--- config.mk ---
export PLATFORM = sky130hd
export DESIGN_NAME = bf16_cvt
export DESIGN_NICKNAME = d
export VERILOG_FILES = /design/src/rtl/bf16_pkg.sv /design/src/rtl/bf16_narrow.sv /design/src/rtl/bf16_widen.sv /design/src/rtl/bf16_out_stage.sv /design/src/rtl/bf16_cvt.sv
export SDC_FILE = /design/constraint.sdc
export NUM_CORES = 1
export LEC_CHECK = 0
export BUFFER_PORTS_ARGS = -buffer_cell sky130_fd_sc_hd__buf_2
export CAP_MARGIN = 20
export CORE_AREA = 2 2 80 51
export DETAILED_ROUTE_END_ITERATION = 8
export DIE_AREA = 0 0 82 53
export PLACE_DENSITY = 0.9
export SLEW_MARGIN = 20
export SYNTH_ARGS = -nofsm -noshare
export SYNTH_HDL_FRONTEND = slang
export SYNTH_SLANG_ARGS = --single-unit
--- constraint.sdc ---
create_clock -name clk -period 3.48 [get_ports clk]
set_input_delay 0.174 -clock clk [delete_from_list [all_inputs] [get_ports clk]]
set_output_delay 0.174 -clock clk [all_outputs]
set_load 0.005 [all_outputs]
--- src/rtl/bf16_pkg.sv ---
package bf16_pkg;
  localparam int unsigned EXP_W  = 8;
  localparam int unsigned FRAC_W = 23;
  localparam int unsigned KEEP_W = 7;
  localparam int unsigned SGL_W  = 1 + EXP_W + FRAC_W;
  localparam int unsigned HLF_W  = 1 + EXP_W + KEEP_W;

  typedef struct packed {
    logic [SGL_W-1:0] data;
    logic             ovf;
    logic             inexact;
  } cvt_res_t;

  localparam int unsigned RES_W = $bits(cvt_res_t);
endpackage

--- src/rtl/bf16_narrow.sv ---
module bf16_narrow #(
  parameter int unsigned EXP_W  = bf16_pkg::EXP_W,
  parameter int unsigned FRAC_W = bf16_pkg::FRAC_W,
  parameter int unsigned KEEP_W = bf16_pkg::KEEP_W,
  localparam int unsigned SW    = 1 + EXP_W + FRAC_W,
  localparam int unsigned OW    = 1 + EXP_W + KEEP_W
) (
  input  logic [SW-1:0] src,
  output logic [OW-1:0] dst,
  output logic          ovf,
  output logic          inexact
);
  localparam int unsigned DROP = FRAC_W - KEEP_W;
  localparam logic [SW-1:0] HALF_M1 = SW'((64'd1 << (DROP - 1)) - 64'd1);

  logic              sgn;
  logic [EXP_W-1:0]  expo;
  logic [FRAC_W-1:0] frac;
  logic              exp_all1;
  logic              is_nan;
  logic [DROP-1:0]   tail;
  logic              keep_lsb;
  logic [SW-1:0]     sum;
  logic [OW-2:0]     mag;
  logic [OW-1:0]     nan_word;
  logic              unused_sum;

  assign sgn      = src[SW-1];
  assign expo     = src[SW-2 -: EXP_W];
  assign frac     = src[FRAC_W-1:0];
  assign exp_all1 = &expo;
  assign is_nan   = exp_all1 & (|frac);
  assign tail     = src[DROP-1:0];
  assign keep_lsb = src[DROP];

  // round to nearest even: add half-minus-one plus the kept lsb to the magnitude
  assign sum        = {1'b0, src[SW-2:0]} + HALF_M1 + SW'(keep_lsb);
  assign mag        = sum[SW-2:DROP];
  assign unused_sum = ^{sum[SW-1], sum[DROP-1:0]};

  // quiet NaN: keep sign and upper payload, force the quiet bit
  assign nan_word = {sgn, {EXP_W{1'b1}}, 1'b1, frac[FRAC_W-2 -: KEEP_W-1]};

  always_comb begin
    if (is_nan) begin
      dst     = nan_word;
      ovf     = 1'b0;
      inexact = 1'b0;
    end else begin
      dst     = {sgn, mag};
      ovf     = ~exp_all1 & (&mag[OW-2 -: EXP_W]);
      inexact = |tail;
    end
  end
endmodule

--- src/rtl/bf16_widen.sv ---
module bf16_widen #(
  parameter int unsigned EXP_W  = bf16_pkg::EXP_W,
  parameter int unsigned FRAC_W = bf16_pkg::FRAC_W,
  parameter int unsigned KEEP_W = bf16_pkg::KEEP_W,
  localparam int unsigned SW    = 1 + EXP_W + FRAC_W,
  localparam int unsigned OW    = 1 + EXP_W + KEEP_W
) (
  input  logic [OW-1:0] src,
  output logic [SW-1:0] dst
);
  localparam int unsigned PAD = SW - OW;
  assign dst = {src, {PAD{1'b0}}};
endmodule

--- src/rtl/bf16_out_stage.sv ---
module bf16_out_stage #(
  parameter int unsigned W = bf16_pkg::RES_W
) (
  input  logic         clk,
  input  logic         rst_n,
  input  logic         up_valid,
  output logic         up_ready,
  input  logic [W-1:0] up_data,
  output logic         dn_valid,
  input  logic         dn_ready,
  output logic [W-1:0] dn_data
);
  logic         vld_q, vld_d;
  logic [W-1:0] dat_q, dat_d;
  logic         load_en;

  assign up_ready = ~vld_q | dn_ready;
  assign load_en  = up_valid & up_ready;

  always_comb begin
    vld_d = vld_q;
    dat_d = dat_q;
    if (load_en) begin
      vld_d = 1'b1;
      dat_d = up_data;
    end else if (dn_ready) begin
      vld_d = 1'b0;
    end
  end

  always_ff @(posedge clk or negedge rst_n) begin
    if (!rst_n) begin
      vld_q <= 1'b0;
    end else begin
      vld_q <= vld_d;
    end
  end

  always_ff @(posedge clk or negedge rst_n) begin
    if (!rst_n) begin
      dat_q <= '0;
    end else if (load_en) begin
      dat_q <= dat_d;
    end
  end

  assign dn_valid = vld_q;
  assign dn_data  = dat_q;
endmodule

--- src/rtl/bf16_cvt.sv ---
module bf16_cvt
  import bf16_pkg::*;
(
  input  logic             clk,
  input  logic             rst_n,
  input  logic             in_valid,
  output logic             in_ready,
  input  logic             in_dir,
  input  logic [SGL_W-1:0] in_data,
  output logic             out_valid,
  input  logic             out_ready,
  output logic [SGL_W-1:0] out_data,
  output logic             out_ovf,
  output logic             out_inexact
);
  localparam int unsigned PAD = SGL_W - HLF_W;

  logic [HLF_W-1:0] nar_word;
  logic             nar_ovf;
  logic             nar_inx;
  logic [SGL_W-1:0] wid_word;
  cvt_res_t         res_d;
  cvt_res_t         res_q;
  logic [RES_W-1:0] res_q_flat;

  bf16_narrow #(.EXP_W(EXP_W), .FRAC_W(FRAC_W), .KEEP_W(KEEP_W)) u_narrow (
    .src     (in_data),
    .dst     (nar_word),
    .ovf     (nar_ovf),
    .inexact (nar_inx)
  );

  bf16_widen #(.EXP_W(EXP_W), .FRAC_W(FRAC_W), .KEEP_W(KEEP_W)) u_widen (
    .src (in_data[HLF_W-1:0]),
    .dst (wid_word)
  );

  always_comb begin
    if (in_dir) begin
      res_d.data    = wid_word;
      res_d.ovf     = 1'b0;
      res_d.inexact = 1'b0;
    end else begin
      res_d.data    = {{PAD{1'b0}}, nar_word};
      res_d.ovf     = nar_ovf;
      res_d.inexact = nar_inx;
    end
  end

  bf16_out_stage #(.W(RES_W)) u_stage (
    .clk      (clk),
    .rst_n    (rst_n),
    .up_valid (in_valid),
    .up_ready (in_ready),
    .up_data  (res_d),
    .dn_valid (out_valid),
    .dn_ready (out_ready),
    .dn_data  (res_q_flat)
  );

  assign res_q       = cvt_res_t'(res_q_flat);
  assign out_data    = res_q.data;
  assign out_ovf     = res_q.ovf;
  assign out_inexact = res_q.inexact;
endmodule

==> results.yml, run 1 <==
timing:
  fin_ws_ns: 1.76
  fin_hold_ws_ns: -0.0177
  timing.setup.tns_ns: 0
  max_slew.worst_pin.slew_ns: 0.793
  fin_crit_ns: 1.72
  max_slew_margin_pct: 47.1
  setup_viol: 0
  slew_violations: 0
  period_share_pct: 49.4
  max_freq_mhz: 582
  fin_skew_ns: 0.00393
  rsz0062_at_grt: "false"
  hold_viol: 35
setup_path:
  startpoint: "u_stage.dn_valid$_DFFE_PN0P_"
  critPathCapture: "u_stage.dn_data[1]$_DFFE_PN0P_"
  regToRegStartpoint: "u_stage.dn_valid$_DFFE_PN0P_"
  reg2reg_depth: 4
  slowest_stage: "or3_1"
  reg2reg_slack_ns: 1.76
  reg2reg_to: "u_stage.dn_data[1]$_DFFE_PN0P_"
  cp_max_fo: 12
  setup.worst_path.class: "register to register"
  start_kind: "register"
  cp_cell_sequence: "nand2b_1, nand3b_1, or3_1, o41ai_2"
  end_kind: "register"
  cpPeakStageDelay_ns: 0.49
  cp_data_required_time_ns: 3.66
  crit_arrival_ns: 1.90
synth:
  synth_area_um2: 1800
  synth-main-ff-cell: "dfrtp_1"
  syn_avg_cell_area_um2: 9.03
  synth-edff-count: 0
  synth.distinct_cells: 35
  yosys_warnings: 0
  synth_seq_cells: 35
  synthArstFlopShare_pct: 100
  syn-num-nets: 236
  ys_seq_area_share_pct: 48.7
  synth_cells: 199
floorplan:
  rows: 17
  die_x_um: 82
  core_area_um2: 3570
  die_y_um: 53
  die_area_um2: 4350
  boundaryPins: 73
  initial_core_util_pct: 50.3
clock_network:
  insertion_delay_ns: 0.28
  cts_tree: "built"
  clockBufferDepth: 2
  h-tree-depth: 2
  cts_root_buf: "clkbuf_8"
  ctsResizeCount: 0
  hold_buffers: 0
  numCtsBuffers: 5
  post-cts-setup-buffers: 0
  clkTransAtPathRegs_ns: 0.07
  cts_sinks: 35
route:
  antenna_left: 0
  drc: 0
  routed_via_density: 5.71
  drt-pass1-iter-count: 4
  totalWireLength_um: 4820
  vias: 1798
  wire_per_inst_um: 15.3
  drtIter0Drc: 118
placed_design:
  port_buffers: 72
  place_area_um2: 2170
  globalplace.congestion: 0.954
  dp_hpwl_um: 3650
  dp_worst_setup_slack_ns: 1.73
grt:
  antenna_found_initial: 0
  first_global_vias: 1566
  grt_max_degree: 36
  grt_first_pass_wirelength_um: 7560
  grtUsageTotal_pct: 23.4
  grt_overflow: 0
min_path:
  hp-class: "input port to async pin"
power:
  peakVddDrop_uv: 189
  p_per_area_nw_per_um2: 413
  power.leakage_uw: 0.00114
final_layout:
  antenna_cells: 0
  final_core_util_pct: 63.1
  nFillCells: 316
  fin_nets: 304
  drive_above_1_share_pct: 32.8
  postLayoutCellArea_um2: 2250
  area_delta_synth_final_pct: 25.5
  final_common_cell: "buf_2"
  final_cell_mix: "buf_2 (72), nand2_1 (51), dfrtp_1 (35)"
outcome:
  run_status: "complete, but fails checks"
  violations: "negative hold slack"
run:
  cap_violations: 0
[layout make-up]
type | instances | area (um2) | share of cell area [%]
Clock buffer | 7 | 76.3 | 3.39
Multi-Input combinational cell | 149 | 863 | 38.3
Inverter | 4 | 15.0 | 0.666
Tap cell | 47 | 58.8 | 2.61
Clock inverter | 1 | 5.00 | 0.222
Timing Repair Buffer | 72 | 360 | 16.0
Sequential cell | 35 | 876 | 38.8
[cells by family (layout without fill, tap and decap cells)]
family | count (synthesis) | after routing | synth area share, %
AO/OA/AOI/OAI | 31 | 31 | 12.1
XOR/XNOR | 12 | 12 | 5.85
buffers and inverters | 15 | 84 | 3.34
flip-flops | 35 | 35 | 48.7
AND/OR/NAND/NOR | 106 | 106 | 29.9
[synth_stat cells (all sizes together) (4+ instances only)]
master,number,area (um2)
nor4,8,62.6
a21oi,5,25.0
inv,4,15.0
buf,4,18.8
a31oi,5,31.3
nand3,23,115
dfrtp,35,876
clkbuf,7,26.3
xnor2,4,35.0
nand4,7,58.8
nand2,52,195
xor2,8,70.1
o21ai,10,50.0
o211ai,6,50.1
[metal layers]
metal  share of wire [%]  up-vias  global-route usage (%)
li1                    -      844                       -
met1                  46      863                    34.1
met2                  44       87                    34.4
met3                 9.1        4                    5.97
met4                0.64        0                    6.67
met5                   0        -                       0
[report_power, final]
part	total [uW]	leakage (uW)	internal [uW]	switching, uW
clock network	278	0.0000422	140	138
logic	181	0.000640	74.0	107
registers	473	0.000454	450	22.9
total	932	0.00114	665	267
[worst min path at each step]
stage	slack [ns]	start	endpoint	depth (start not counted)
6_report	-0.02	rst_n	u_stage.dn_data[18]$_DFFE_PN0P_	1
5_1_grt	0.03	rst_n	u_stage.dn_data[0]$_DFFE_PN0P_	1
4_1_cts	0.0002	rst_n	u_stage.dn_data[32]$_DFFE_PN0P_	1
3_5_place_dp	0.30	rst_n	u_stage.dn_data[17]$_DFFE_PN0P_	1
3_3_place_gp	0.28	rst_n	u_stage.dn_data[17]$_DFFE_PN0P_	1
2_1_floorplan	-0.12	rst_n	u_stage.dn_data[0]$_DFFE_PN0P_	0
[state kept, by name (all words and copies together) (netlist names)]
name	count
u_stage.dn_data	34
u_stage.dn_valid	1
[critical path, delay by kind of cell (launching register included)]
| family | cells | cell delay, ns |
|---|---|---|
| AND/OR/NAND/NOR | 3 | 1.05 |
| flip-flops | 1 | 0.37 |
| AO/OA/AOI/OAI | 1 | 0.19 |
[metrics by stage]
step                total power, uW  hold WS (ns)  std cells
floorplan                       557        -0.122        199
global placement                653         0.283        307
detailed placement              662         0.298        307
CTS                             938      0.000181        315
global route                    984        0.0333        315
finish                          932       -0.0177        315
Note: power is estimated with default switching activity, not from simulation.
==> run 2: changes to the inputs <==
--- a/config.mk
+++ b/config.mk
@@ -7,10 +7,10 @@
 export LEC_CHECK = 0
 export BUFFER_PORTS_ARGS = -buffer_cell sky130_fd_sc_hd__buf_2
 export CAP_MARGIN = 20
-export CORE_AREA = 2 2 80 51
+export CORE_AREA = 2 2 82 53
 export DETAILED_ROUTE_END_ITERATION = 8
-export DIE_AREA = 0 0 82 53
-export PLACE_DENSITY = 0.9
+export DIE_AREA = 0 0 84 55
+export PLACE_DENSITY = 0.86
 export SLEW_MARGIN = 20
 export SYNTH_ARGS = -nofsm -noshare
 export SYNTH_HDL_FRONTEND = slang
==> constraint.sdc (replaced) <==
create_clock -name clk -period 1.63 [get_ports clk]
set_input_delay 0.0815 -clock clk [delete_from_list [all_inputs] [get_ports clk]]
set_output_delay 0.0815 -clock clk [all_outputs]
set_load 0.005 [all_outputs]
==> results.yml, run 2 (same netlist as run 1, synthesis figures left out) <==
power:
  power.leakage_uw: 0.00119
  peakVddDrop_uv: 644
  p_per_area_nw_per_um2: 936
setup_path:
  reg2reg_depth: 4
  cp_data_required_time_ns: 1.82
  crit_arrival_ns: 1.64
  reg2reg_to: "u_stage.dn_data[1]$_DFFE_PN0P_"
  start_kind: "register"
  regToRegStartpoint: "u_stage.dn_valid$_DFFE_PN0P_"
  end_kind: "register"
  reg2reg_slack_ns: 0.18
  setup.worst_path.class: "register to register"
  cp_max_fo: 6
run:
  cap_violations: 0
route:
  drtIter0Drc: 175
  routed_via_density: 5.39
  antenna_left: 0
  drt-pass1-iter-count: 4
  drc: 0
  vias: 1762
  wire_per_inst_um: 14.8
  totalWireLength_um: 4830
clock_network:
  h-tree-depth: 2
  cts_sinks: 35
  numCtsBuffers: 5
  clkTransAtPathRegs_ns: 0.08
  hold_buffers: 1
  cts_tree: "built"
  ctsResizeCount: 0
  clockBufferDepth: 2
  cts_root_buf: "clkbuf_8"
  post-cts-setup-buffers: 0
  insertion_delay_ns: 0.30
final_layout:
  final_common_cell: "buf_2"
  drive_above_1_share_pct: 35.0
  regArea_um2: 876
  area_delta_synth_final_pct: 31.2
  postLayoutCellArea_um2: 2360
  multi_input_area_um2: 861
  final_cells: 327
  fin_nets: 313
  antenna_cells: 0
  final_cell_mix: "buf_2 (72), nand2_1 (52), dfrtp_1 (35)"
  nFillCells: 344
  largest_reg_flops: 34
timing:
  slew_violations: 0
  fin_skew_ns: 0.00667
  max_slew_margin_pct: 69.8
  max_freq_mhz: 691
  hold_viol: 0
  fin_ws_ns: 0.183
  setup_viol: 0
  fin_crit_ns: 1.45
  rsz0062_at_grt: "false"
  max_slew.worst_pin.slew_ns: 0.453
  period_share_pct: 88.7
grt:
  grt_overflow: 0
  grt_max_degree: 36
  antenna_found_initial: 0
  grt_first_pass_wirelength_um: 7840
  first_global_vias: 1585
  grtUsageTotal_pct: 22.2
floorplan:
  core_area_um2: 3900
  initial_core_util_pct: 46.1
  die_y_um: 55
  die_x_um: 84
  die_area_um2: 4620
  boundaryPins: 73
  rows: 18
placed_design:
  globalplace.congestion: 0.846
  dp_hpwl_um: 3680
  dp_worst_setup_slack_ns: -0.0134
  place_area_um2: 2230
  dp_cells: 318
  port_buffers: 72
min_path:
  min_from: "in_data[8]"
  whs_endpoint: "u_stage.dn_data[26]$_DFFE_PN0P_"
  min_path_cells: 3
  hp-class: "input port to register"
outcome:
  run_status: "complete, no violations"
-- run 2: cell count changes in the layout (fill, tap and decap cells not counted), sizes merged --
cell         delta
buf             +8
clkbuf          -2
clkinv          +1
bufinv          +1
dlygate4sd3     +1
-- run 2: cell type report --
class / instances / share of cell area [%]
clock inverter: 3 / 1.86
multi-input combinational: 149 / 36.5
inverter: 4 / 0.637
tap: 50 / 2.65
clock buffer: 5 / 2.92
timing repair buffer: 81 / 18.3
sequential: 35 / 37.2
-- run 2: worst max-delay path, cell delays in order, from the launching register on --
cell and delay (ns):
dfrtp_1 0.38, nand2b_1 0.17, nand3b_1 0.20, or3_1 0.40
o41ai_2 0.20
-- run 2: worst max-delay path by stage --
stage / from / end / slack [ns] / depth (start not counted)
floorplan: u_stage.dn_valid$_DFFE_PN0P_ / u_stage.dn_data[2]$_DFFE_PN0P_ / 0.35 / 4
global placement: in_data[4] / u_stage.dn_data[13]$_DFFE_PN0P_ / 0.02 / 5
detailed placement: in_data[4] / u_stage.dn_data[12]$_DFFE_PN0P_ / -0.01 / 5
CTS: u_stage.dn_valid$_DFFE_PN0P_ / u_stage.dn_data[1]$_DFFE_PN0P_ / 0.18 / 4
global route: u_stage.dn_valid$_DFFE_PN0P_ / u_stage.dn_data[1]$_DFFE_PN0P_ / 0.02 / 4
finish: u_stage.dn_valid$_DFFE_PN0P_ / u_stage.dn_data[1]$_DFFE_PN0P_ / 0.18 / 4
-- run 2: where the power goes --
| group | total (uW) | leakage (uW) | internal (uW) | switching [uW] |
|---|---|---|---|---|
| combinational | 403 | 0.000682 | 175 | 229 |
| sequential | 1010 | 0.000454 | 960 | 46.6 |
| clock | 797 | 0.0000581 | 455 | 342 |
| total | 2210 | 0.00119 | 1590 | 617 |
-- run 2: metrics by stage --
stage | TNS (ns) | hold slack, ns | utilization, % | total power (uW)
detailed placement | -0.0134 | 0.145 | 57.4 | 1430
global route | 0 | 0.0307 | 60.5 | 2330
floorplan | 0 | -0.214 | - | 1190
global placement | 0 | 0.142 | 57.4 | 1410
finish | 0 | 0.0282 | 60.5 | 2210
CTS | 0 | 0.0210 | 60.5 | 2220
-- run 2: layer usage --
layer / global-route usage (%) / vias up / part of all wire [%]
met4: 4.84 / 0 / 0.81
met3: 8.01 / 7 / 9.1
met2: 33.5 / 75 / 44
met5: 0 / - / 0
li1: - / 860 / -
met1: 31.0 / 820 / 46
